[config.mk]
export PLATFORM = sky130hd
export DESIGN_NAME = async_marker_tx
export DESIGN_NICKNAME = d
export VERILOG_FILES = /design/src/rtl/amtx_pkg.sv /design/src/rtl/amtx_bit_timer.sv /design/src/rtl/amtx_shifter.sv /design/src/rtl/amtx_ctrl.sv /design/src/rtl/async_marker_tx.sv
export SDC_FILE = /design/constraint.sdc
export NUM_CORES = 1
export LEC_CHECK = 0
export BUFFER_PORTS_ARGS = -buffer_cell sky130_fd_sc_hd__buf_2
export CORE_UTILIZATION = 41
export CTS_CLUSTER_DIAMETER = 150
export DETAILED_ROUTE_END_ITERATION = 8
export SLEW_MARGIN = 5
export SYNTH_ARGS = -nofsm -noshare
export SYNTH_HDL_FRONTEND = slang
export SYNTH_HIERARCHICAL = 1
export SYNTH_SLANG_ARGS = --single-unit
[constraint.sdc]
create_clock -name clk -period 1.7 [get_ports clk]
set_input_delay 0.34 -clock clk [delete_from_list [all_inputs] [get_ports clk]]
set_output_delay 0.34 -clock clk [all_outputs]
set_load 0.005 [all_outputs]
[src/rtl/amtx_pkg.sv]
package amtx_pkg;
   // Transmit phases: waiting for a request, request pending until the next
   // rollover, start bit on the line, data/marker bits on the line.
   typedef enum logic [1:0] {
      TXP_IDLE  = 2'd0,
      TXP_WAIT  = 2'd1,
      TXP_START = 2'd2,
      TXP_DATA  = 2'd3
   } txp_phase_e;
endpackage

[src/rtl/amtx_bit_timer.sv]
module amtx_bit_timer #(
   parameter int OVERSAMPLE = 16
) (
   input  logic clk,
   input  logic rst_n,
   input  logic baud_tick,
   output logic bit_tick
);
   localparam int  CNT_W  = (OVERSAMPLE > 1) ? $clog2(OVERSAMPLE) : 1;
   localparam bit  IS_P2  = ((1 << CNT_W) == OVERSAMPLE);
   localparam logic [CNT_W-1:0] LAST = CNT_W'(OVERSAMPLE - 1);

   if (OVERSAMPLE < 2) begin : g_bad_os
      $error("amtx_bit_timer: OVERSAMPLE must be at least 2");
   end

   logic [CNT_W-1:0] cnt_q;
   logic             wrap;

   assign wrap     = (cnt_q == LAST);
   assign bit_tick = baud_tick && wrap;

   if (IS_P2) begin : g_natural_wrap
      always_ff @(posedge clk) begin
         if (!rst_n)         cnt_q <= '0;
         else if (baud_tick) cnt_q <= cnt_q + 1'b1;
      end
   end else begin : g_compare_wrap
      always_ff @(posedge clk) begin
         if (!rst_n)         cnt_q <= '0;
         else if (baud_tick) cnt_q <= wrap ? '0 : cnt_q + 1'b1;
      end
   end
endmodule

[src/rtl/amtx_shifter.sv]
module amtx_shifter #(
   parameter int DATA_W = 8
) (
   input  logic              clk,
   input  logic              rst_n,
   input  logic              load,
   input  logic [DATA_W-1:0] data,
   input  logic              shift,
   output logic              out_bit,
   output logic              at_last,
   output logic [DATA_W:0]   sr_q
);
   localparam int SR_W = DATA_W + 1;

   if (DATA_W < 2) begin : g_bad_w
      $error("amtx_shifter: DATA_W must be at least 2");
   end

   always_ff @(posedge clk) begin
      if (!rst_n)     sr_q <= '1;
      else if (load)  sr_q <= {1'b1, data};
      else if (shift) sr_q <= {1'b0, sr_q[SR_W-1:1]};
   end

   assign out_bit = sr_q[0];
   // Only the marker is left above the output bit: last data bit on the line.
   assign at_last = (sr_q[SR_W-1:1] == (SR_W-1)'(1));
endmodule

[src/rtl/amtx_ctrl.sv]
module amtx_ctrl
   import amtx_pkg::*;
(
   input  logic       clk,
   input  logic       rst_n,
   input  logic       bit_tick,
   input  logic       wr_stb,
   input  logic       ti_clr,
   input  logic       at_last,
   output logic       load,
   output logic       shift,
   output txp_phase_e phase,
   output logic       ti
);
   logic ti_set;

   assign load   = (phase == TXP_IDLE) && wr_stb;
   assign shift  = (phase == TXP_DATA) && bit_tick;
   assign ti_set = shift && at_last;

   always_ff @(posedge clk) begin
      if (!rst_n) begin
         phase <= TXP_IDLE;
         ti    <= 1'b0;
      end else begin
         if (ti_set)      ti <= 1'b1;
         else if (ti_clr) ti <= 1'b0;
         unique case (phase)
            TXP_IDLE:  if (wr_stb)            phase <= TXP_WAIT;
            TXP_WAIT:  if (bit_tick)          phase <= TXP_START;
            TXP_START: if (bit_tick)          phase <= TXP_DATA;
            TXP_DATA:  if (bit_tick && at_last) phase <= TXP_IDLE;
            default:                          phase <= TXP_IDLE;
         endcase
      end
   end
endmodule

[src/rtl/async_marker_tx.sv]
module async_marker_tx
   import amtx_pkg::*;
#(
   parameter int DATA_W     = 8,
   parameter int OVERSAMPLE = 16
) (
   input  logic              clk,
   input  logic              rst_n,
   input  logic              baud_tick,
   input  logic              wr_stb,
   input  logic [DATA_W-1:0] wr_data,
   input  logic              ti_clr,
   output logic              txd,
   output logic              ti
);
   logic            bit_tick;
   logic            load;
   logic            shift;
   logic            out_bit;
   logic            at_last;
   logic [DATA_W:0] sr_q;
   logic            busy;
   txp_phase_e      phase;

   amtx_bit_timer #(.OVERSAMPLE(OVERSAMPLE)) u_timer (
      .clk       (clk),
      .rst_n     (rst_n),
      .baud_tick (baud_tick),
      .bit_tick  (bit_tick)
   );

   amtx_shifter #(.DATA_W(DATA_W)) u_shift (
      .clk     (clk),
      .rst_n   (rst_n),
      .load    (load),
      .data    (wr_data),
      .shift   (shift),
      .out_bit (out_bit),
      .at_last (at_last),
      .sr_q    (sr_q)
   );

   amtx_ctrl u_ctrl (
      .clk      (clk),
      .rst_n    (rst_n),
      .bit_tick (bit_tick),
      .wr_stb   (wr_stb),
      .ti_clr   (ti_clr),
      .at_last  (at_last),
      .load     (load),
      .shift    (shift),
      .phase    (phase),
      .ti       (ti)
   );

   assign busy = (phase != TXP_IDLE);

   always_comb begin
      unique case (phase)
         TXP_START: txd = 1'b0;
         TXP_DATA:  txd = out_bit;
         default:   txd = 1'b1;
      endcase
   end
endmodule

==> results of run 1 <==
-- flip-flops by register name, summed over array words and instances (netlist names) --
| register | count |
|---|---|
| u_shift/sr_q | 9 |
| u_timer/cnt_q | 4 |
| u_ctrl/ti | 1 |
| u_ctrl/phase | 2 |
-- how the worst min path moves through the flow --
stage / startpoint / to / slack, ns / cells past startpoint
after global routing: wr_data[7] / u_shift/sr_q[7] / 0.30 / 2
after CTS: wr_data[4] / u_shift/sr_q[4] / 0.30 / 2
after global placement: u_ctrl/ti / u_ctrl/ti / 0.46 / 2
after detailed placement: u_ctrl/ti / u_ctrl/ti / 0.48 / 2
after floorplan: u_timer/cnt_q[3] / u_timer/cnt_q[3] / 0.44 / 2
final: wr_data[4] / u_shift/sr_q[4] / 0.30 / 2
-- metal layers --
| metal | GRT usage, % | wire length (µm) | vias up |
|---|---|---|---|
| li1 | - | - | 329 |
| met1 | 18.1 | 725 | 292 |
| met2 | 26.8 | 724 | 11 |
| met3 | 6.79 | 69 | 2 |
| met4 | 5.00 | 13 | 0 |
| met5 | 0 | 0 | - |
-- power breakdown --
part | switching [mW] | leakage [nW] | internal (mW)
clock network | 0.125 | 0.0210 | 0.131
registers | 0.0592 | 0.131 | 0.439
logic | 0.179 | 0.306 | 0.206
total | 0.362 | 0.458 | 0.775
-- worst reg2reg max path, delay by kind of cell (launching register included) --
kind,cells,cell delay (ns)
fa+ha+maj,1,0.20
simple gates,2,0.44
mux,1,0.22
buf+inv,1,0.15
flops,1,0.40
compound gates,1,0.07
-- cell type report --
cell class	count	area, µm²	area share (%)
Clock buffer	4	36.3	3.58
Timing Repair Buffer	16	97.6	9.63
Inverter	5	18.8	1.85
Tap cell	27	33.8	3.33
Sequential cell	16	320	31.6
Multi-Input combinational cell	60	507	50.0
==> summary by stage, run 1 <==
Global route
The number of antenna violations at the first check in global routing is 0. The pin count of the biggest net entering global routing is 16. For this run the aggregate overflow at the end of global routing stands at 0. The wire length of the first global-routing pass is between 2000 and 2500 µm. The via count of the first global-routing pass is between 500 and 600.

Global routing consumed, over all layers together, between 10% and 20% of the routing resources.

Final layout
The final instance area is around 1000 µm². Leaving out fill and tap cells, the most frequent cells in the layout are dfxtp_1 (16), buf_2 (14), mux2i_1 (11). The fraction of final layout cells sized beyond drive strength 1 is 33.7%.

The finished layout holds approximately 130 standard cells, fillers aside. The synthesis-to-finish area growth is 16.7%. The final core utilization is 51.1%. The final antenna diode count is 0.

The net count of the finished layout is between 100 and 150. The leading cell type in the layout, fill and taps excluded is dfxtp_1. Counting the fill cells in the layout gives 185.

STA
Setup repair after global routing left no endpoint under its margin. Between clock sinks in the finished design, the worst skew comes to between 0.003 and 0.004 ns. In this run the tightest slew margin relative to its limit is ~81%.

The final period utilization is 92.0%. Across all setup checks in the final design, the least slack found is approximately 0.14 ns. The final count of hold timing violations is 0.

Setup violations remaining at the end of the flow were counted as 0. The achievable clock frequency is approximately 640 MHz. Across all hold checks on the routed design, the worst slack comes to 0.297 ns. The count of final max-slew check failures is 0. The setup total negative slack is 0 ns. For the pin with the worst max-slew slack, the measured transition is around 0.29 ns. The clock period could shrink to 1.56 ns.

Worst setup path
The critical path starts at u_timer/cnt_q[0]. Grouping stages by cell kind, the critical path spends the most delay in simple AND/OR/NAND/NOR gates. The arrival time reported for the critical path endpoint is about 1.8 ns. The critical path goes through ha_1 > and4_2 > and2_1 > buf_12 > mux2i_1 > a21oi_2. The count of buffering cells on the critical path with inverters included is 1. Of all nets on the critical path, the largest fanout is 10. The endpoint of the most critical register-to-register path is u_shift/sr_q[1]. The launching element type of the critical path is a flip-flop. In this run the register-to-register setup slack is approximately 0.14 ns. The critical path class is reg2reg.

The worst-case reg-to-reg path depth is 6. The critical path crosses 6 cells after its start point. At the worst endpoint, the required time is between 1.5 and 2 ns. The delay of the slowest cell on the worst path is ~0.4 ns. In this run the worst setup path terminates at u_shift/sr_q[1]. The startpoint of the worst-slack reg-to-reg timing path is u_timer/cnt_q[0]. The slowest cell on the critical path is dfxtp_1.

The type of element capturing the critical path is a flip-flop.

Yosys
The cell area after synthesis is slightly below 900 µm². During synthesis, Yosys emitted a total of 6 warnings. A synthesized cell averages 10.5 µm². The post-synthesis cell count is slightly above 80. The total nets after synthesis is just over 100.

Drt
The first detailed-routing pass took 4 iterations. The total wirelength of the detailed-routed design is roughly 1500 µm. The DRC violations left is 0. Across all layers, the routed design uses approximately 630 vias.

The average vias per placed instance is about 5.0. After detailed routing, the average wire length per cell comes to 12.0 µm. The number of nets still failing antenna checks after routing is 0.

The first routing iteration left 5 violations.

Clock tree
The clock tree from TritonCTS is yes. Hold repair after CTS inserted 0 buffers. The setup fix buffers added after clock tree synthesis is 0. The number of clock sinks is 16. At the later pin of the worst-skew pair, clock insertion delay measures approximately 0.29 ns. The longest clock path from root to sink contains 2 buffers. The clock slew at the register clock pins of the worst setup and hold paths is around 0.10 ns. In this run the number of H-tree levels came out at 1. Gates resized during post-CTS repair numbered 0. In this run the clock root is driven by a clkbuf_4. In this run, CTS created clock tree buffers numbering 3.

Floorplanning
Pin placement for this block handled 15 I/O pins. In this run the horizontal extent of the chip is 48.0 µm. The initial core utilization is 43.8%. The core region is roughly 2000 µm². The number of placement rows is 16.

The chip height is ~48 µm. The floorplan step defined a die boundary enclosing between 2000 and 2500 µm².

Placed design
Summing all placed instances gives a cell area of a little under 1000 µm². At the end of routability-driven placement, the weighted congestion stood at 0.728. The count of input and output buffers is 14. The post-detailed-placement half-perimeter wirelength is roughly 1100 µm. The total instance count after detailed placement is 124. Before CTS, the worst setup slack after placement is ~0.14 ns.

Power and ir drop
The power density of the placed cells is ~1100 nW/µm². The leakage power total is between 0.4 and 0.5 nW. VDD sags by at most approximately 0.57 mV. Total power for the finished layout comes to approximately 1.1 mW.

Outcome
The run finished with clean final reports.

Job
The number of max-cap violations is 0.

Min path
In this run the worst hold path is classified as in2reg.
Note: power is estimated with default switching activity, not from simulation.
==> inputs of run 2 (changes only) <==
- clock period: 1.7 -> 1.5 ns (I/O delays scaled with it)
==> summary by stage, run 2 (synthesis gave the netlist of run 1 again) <==
Drt
The DRC violations left is 0. The number of DRC markers in iteration 0 is 3. The total wirelength of the detailed-routed design is roughly 1700 µm.

The average vias per placed instance is around 5. The total via count in the routed design is ~670. Before antenna repair, the detailed router went through 3 iterations.

The average detailed-routed wire length per instance is about 13 µm. In this run the remaining antenna-violating nets after routing total 0.

Placed design
The total instance count after detailed placement is ~130. The congestion estimate from routability-driven global placement came to around 0.68. Summed over all nets, the half-perimeter wirelength after detailed placement is around 1300 µm. The count of input and output buffers is 14.

Worst setup path
The critical path class is reg2reg. Walking the worst path, the cells encountered are nor4_2 > and4_1 > nand2_2 > a221oi_4 > mux2i_1. The count of buffering cells on the critical path with inverters included is 0. The worst setup path is launched from a flip-flop. The arrival time reported for the critical path endpoint is 1.70 ns.

Among cell families on the critical path, the largest total delay comes from simple AND/OR/NAND/NOR gates. The most critical setup path has its startpoint at u_shift/sr_q[3]. STA classifies the critical path endpoint as a flip-flop. Along the worst path, the maximum fanout reaches 3. Setup slack on the worst reg-to-reg path comes out at about 0.019 ns.

At the worst endpoint, the required time is about 1.7 ns. The delay of the slowest cell on the worst path is approximately 0.34 ns. The slowest stage of the critical path is the dfxtp_2 cell. The endpoint of the most critical register-to-register path is u_ctrl/phase[1]. For the worst flop-to-flop path, the logic depth is 5. The worst register-to-register path begins at u_shift/sr_q[3].

Final layout
The final net count is 127. The largest registers in the layout are u_shift/sr_q: 9 flops, u_timer/cnt_q: 4 flops, u_ctrl/phase: 2 flops. The leading cell type in the layout, fill and taps excluded is buf_2. The final antenna diode count is 0. Counting flops per register, the top entry is u_shift/sr_q. The fraction of final layout cells sized beyond drive strength 1 is 47.2%. The library cells used most frequently in the layout, excluding fill and tap cells, are buf_2 (14), dfxtp_1 (12), mux2i_1 (11). The number of flip-flops in the largest register is 9. The final cell count without fillers is about 140. The synthesis-to-finish area growth is 25.2%.

Min path
The path with the worst hold slack has its endpoint at u_shift/sr_q[4]. The source of the worst hold timing path is wr_data[4]. The instance count along the most critical hold path is 2. The path class of the tightest hold or removal check is in2reg.

STA
The final critical path takes up a little over nine tenths of the cycle. Across all hold checks on the routed design, the worst slack comes to 0.276 ns. Setup violations remaining at the end of the flow were counted as 0. The achievable clock frequency is between 600 and 700 MHz. On the final layout, the worst clock skew is 0.00875 ns.

The count of final max-slew check failures came to 0. At the pin with the least slew margin, the transition time is ~0.25 ns. The relative slew slack is 83.1%. The final count of hold timing violations was 0. Setup repair after global routing could not meet its margin everywhere. The worst path in the final design needs a cycle of ~1.5 ns, including I/O delays and setup.

Clock tree
The CTS root buffer is clkbuf_4. The deepest level of the CTS H-tree is 1. The clock tree from TritonCTS is yes. TritonCTS created 3 clock buffers. The clock reaches the later pin of the worst-skew pair after approximately 0.28 ns. The number of clock sinks is 16.

The clock slew at the register clock pins of the worst setup and hold paths is approximately 0.10 ns. The number of buffers between clock root and the deepest sink is 2.

Floorplanning
Once the floorplan was initialized, standard cells occupied between 40% and 50% of the core. In this run the vertical extent of the chip is about 48 µm. The number of placement rows is 16. The core footprint is roughly 2000 µm². The number of I/O pins is 15.

The die area is around 2300 µm². The die is between 40 and 50 µm wide.

Global route
The number of antenna violations at the first check in global routing came to 0. Across every metal layer, demand over resource in global routing totals around 17%. The wire length of the first global-routing pass is around 2600 µm. After global routing the overflow that remains totals 0. The pin count of the biggest net entering global routing is 16. The via count of the first global-routing pass is approximately 650.

Job
The number of max-cap violations is 0.

Power and ir drop
IR analysis of the VDD net gives a maximum drop of just over 0.6 mV. In this run the static leakage power is 0.493 nW. For this design the ratio of total power to cell area is between 1000 and 1500 nW/µm².

Outcome
The run finished with clean final reports.
-- run 2: changes by cell type in the layout (fill, tap and decap cells not counted), moves of 2 or more --
cell | previous run | this run
dfxtp_1 | 16 | 12
buf_4 | 1 | 8
dfxtp_2 | 0 | 4
and2_1 | 2 | 0
-- run 2: report_power, final --
part	internal [mW]	total, mW	switching (mW)
combinational	0.262	0.488	0.226
clock	0.148	0.279	0.132
sequential	0.504	0.570	0.0652
-- run 2: repair_timing --
| item | in CTS | in global routing |
|---|---|---|
| buffers inserted | 1 | 1 |
| cloned | 0 | 0 |
| hold buffers | 0 | 0 |
| pin swaps | 3 | 3 |
| gates resized for setup | 8 | 3 |
| endpoints found under the setup margin | 11 | 11 |
-- run 2: final cells by class --
class	count	area (µm²)
inverters	5	18.8
flip-flops and latches	16	325
fillers	182	895
multi-input cells	60	523
well taps	27	33.8
clock buffers	4	36.3
repair buffers	23	150
-- run 2: how the worst max path moves through the flow --
stage / cells past startpoint / slack (ns) / endpoint
6_report: 5 / 0.02 / u_ctrl/phase[1]
4_1_cts: 6 / 0.004 / u_shift/sr_q[2]
2_1_floorplan: 6 / 0.04 / u_shift/sr_q[1]
3_5_place_dp: 6 / -0.03 / u_shift/sr_q[2]
5_1_grt: 5 / -0.06 / u_ctrl/phase[1]
3_3_place_gp: 6 / 0.007 / u_shift/sr_q[1]
-- run 2: metrics by stage --
| stage | area [µm²] | worst slack, ns | TNS, ns | power (mW) | util, % |
|---|---|---|---|---|---|
| 6_report | 1090 | 0.0187 | 0 | 1.34 | 54.9 |
| 5_1_grt | 1090 | -0.0613 | -0.311 | 1.44 | 54.9 |
| 4_1_cts | 1080 | 0.00353 | 0 | 1.35 | 54.4 |
| 3_5_place_dp | 1010 | -0.0289 | -0.111 | 1.05 | 51.2 |
| 3_3_place_gp | 1010 | 0.00682 | 0 | 1.02 | 51.2 |
| 2_1_floorplan | 868 | 0.0418 | 0 | 0.915 | - |
-- run 2: layer usage --
metal	routed length [µm]	up-vias	track usage, %
li1	-	347	-
met3	39	2	3.40
met2	888	8	30.3
met4	15	0	8.33
met5	0	-	0
met1	744	316	18.2
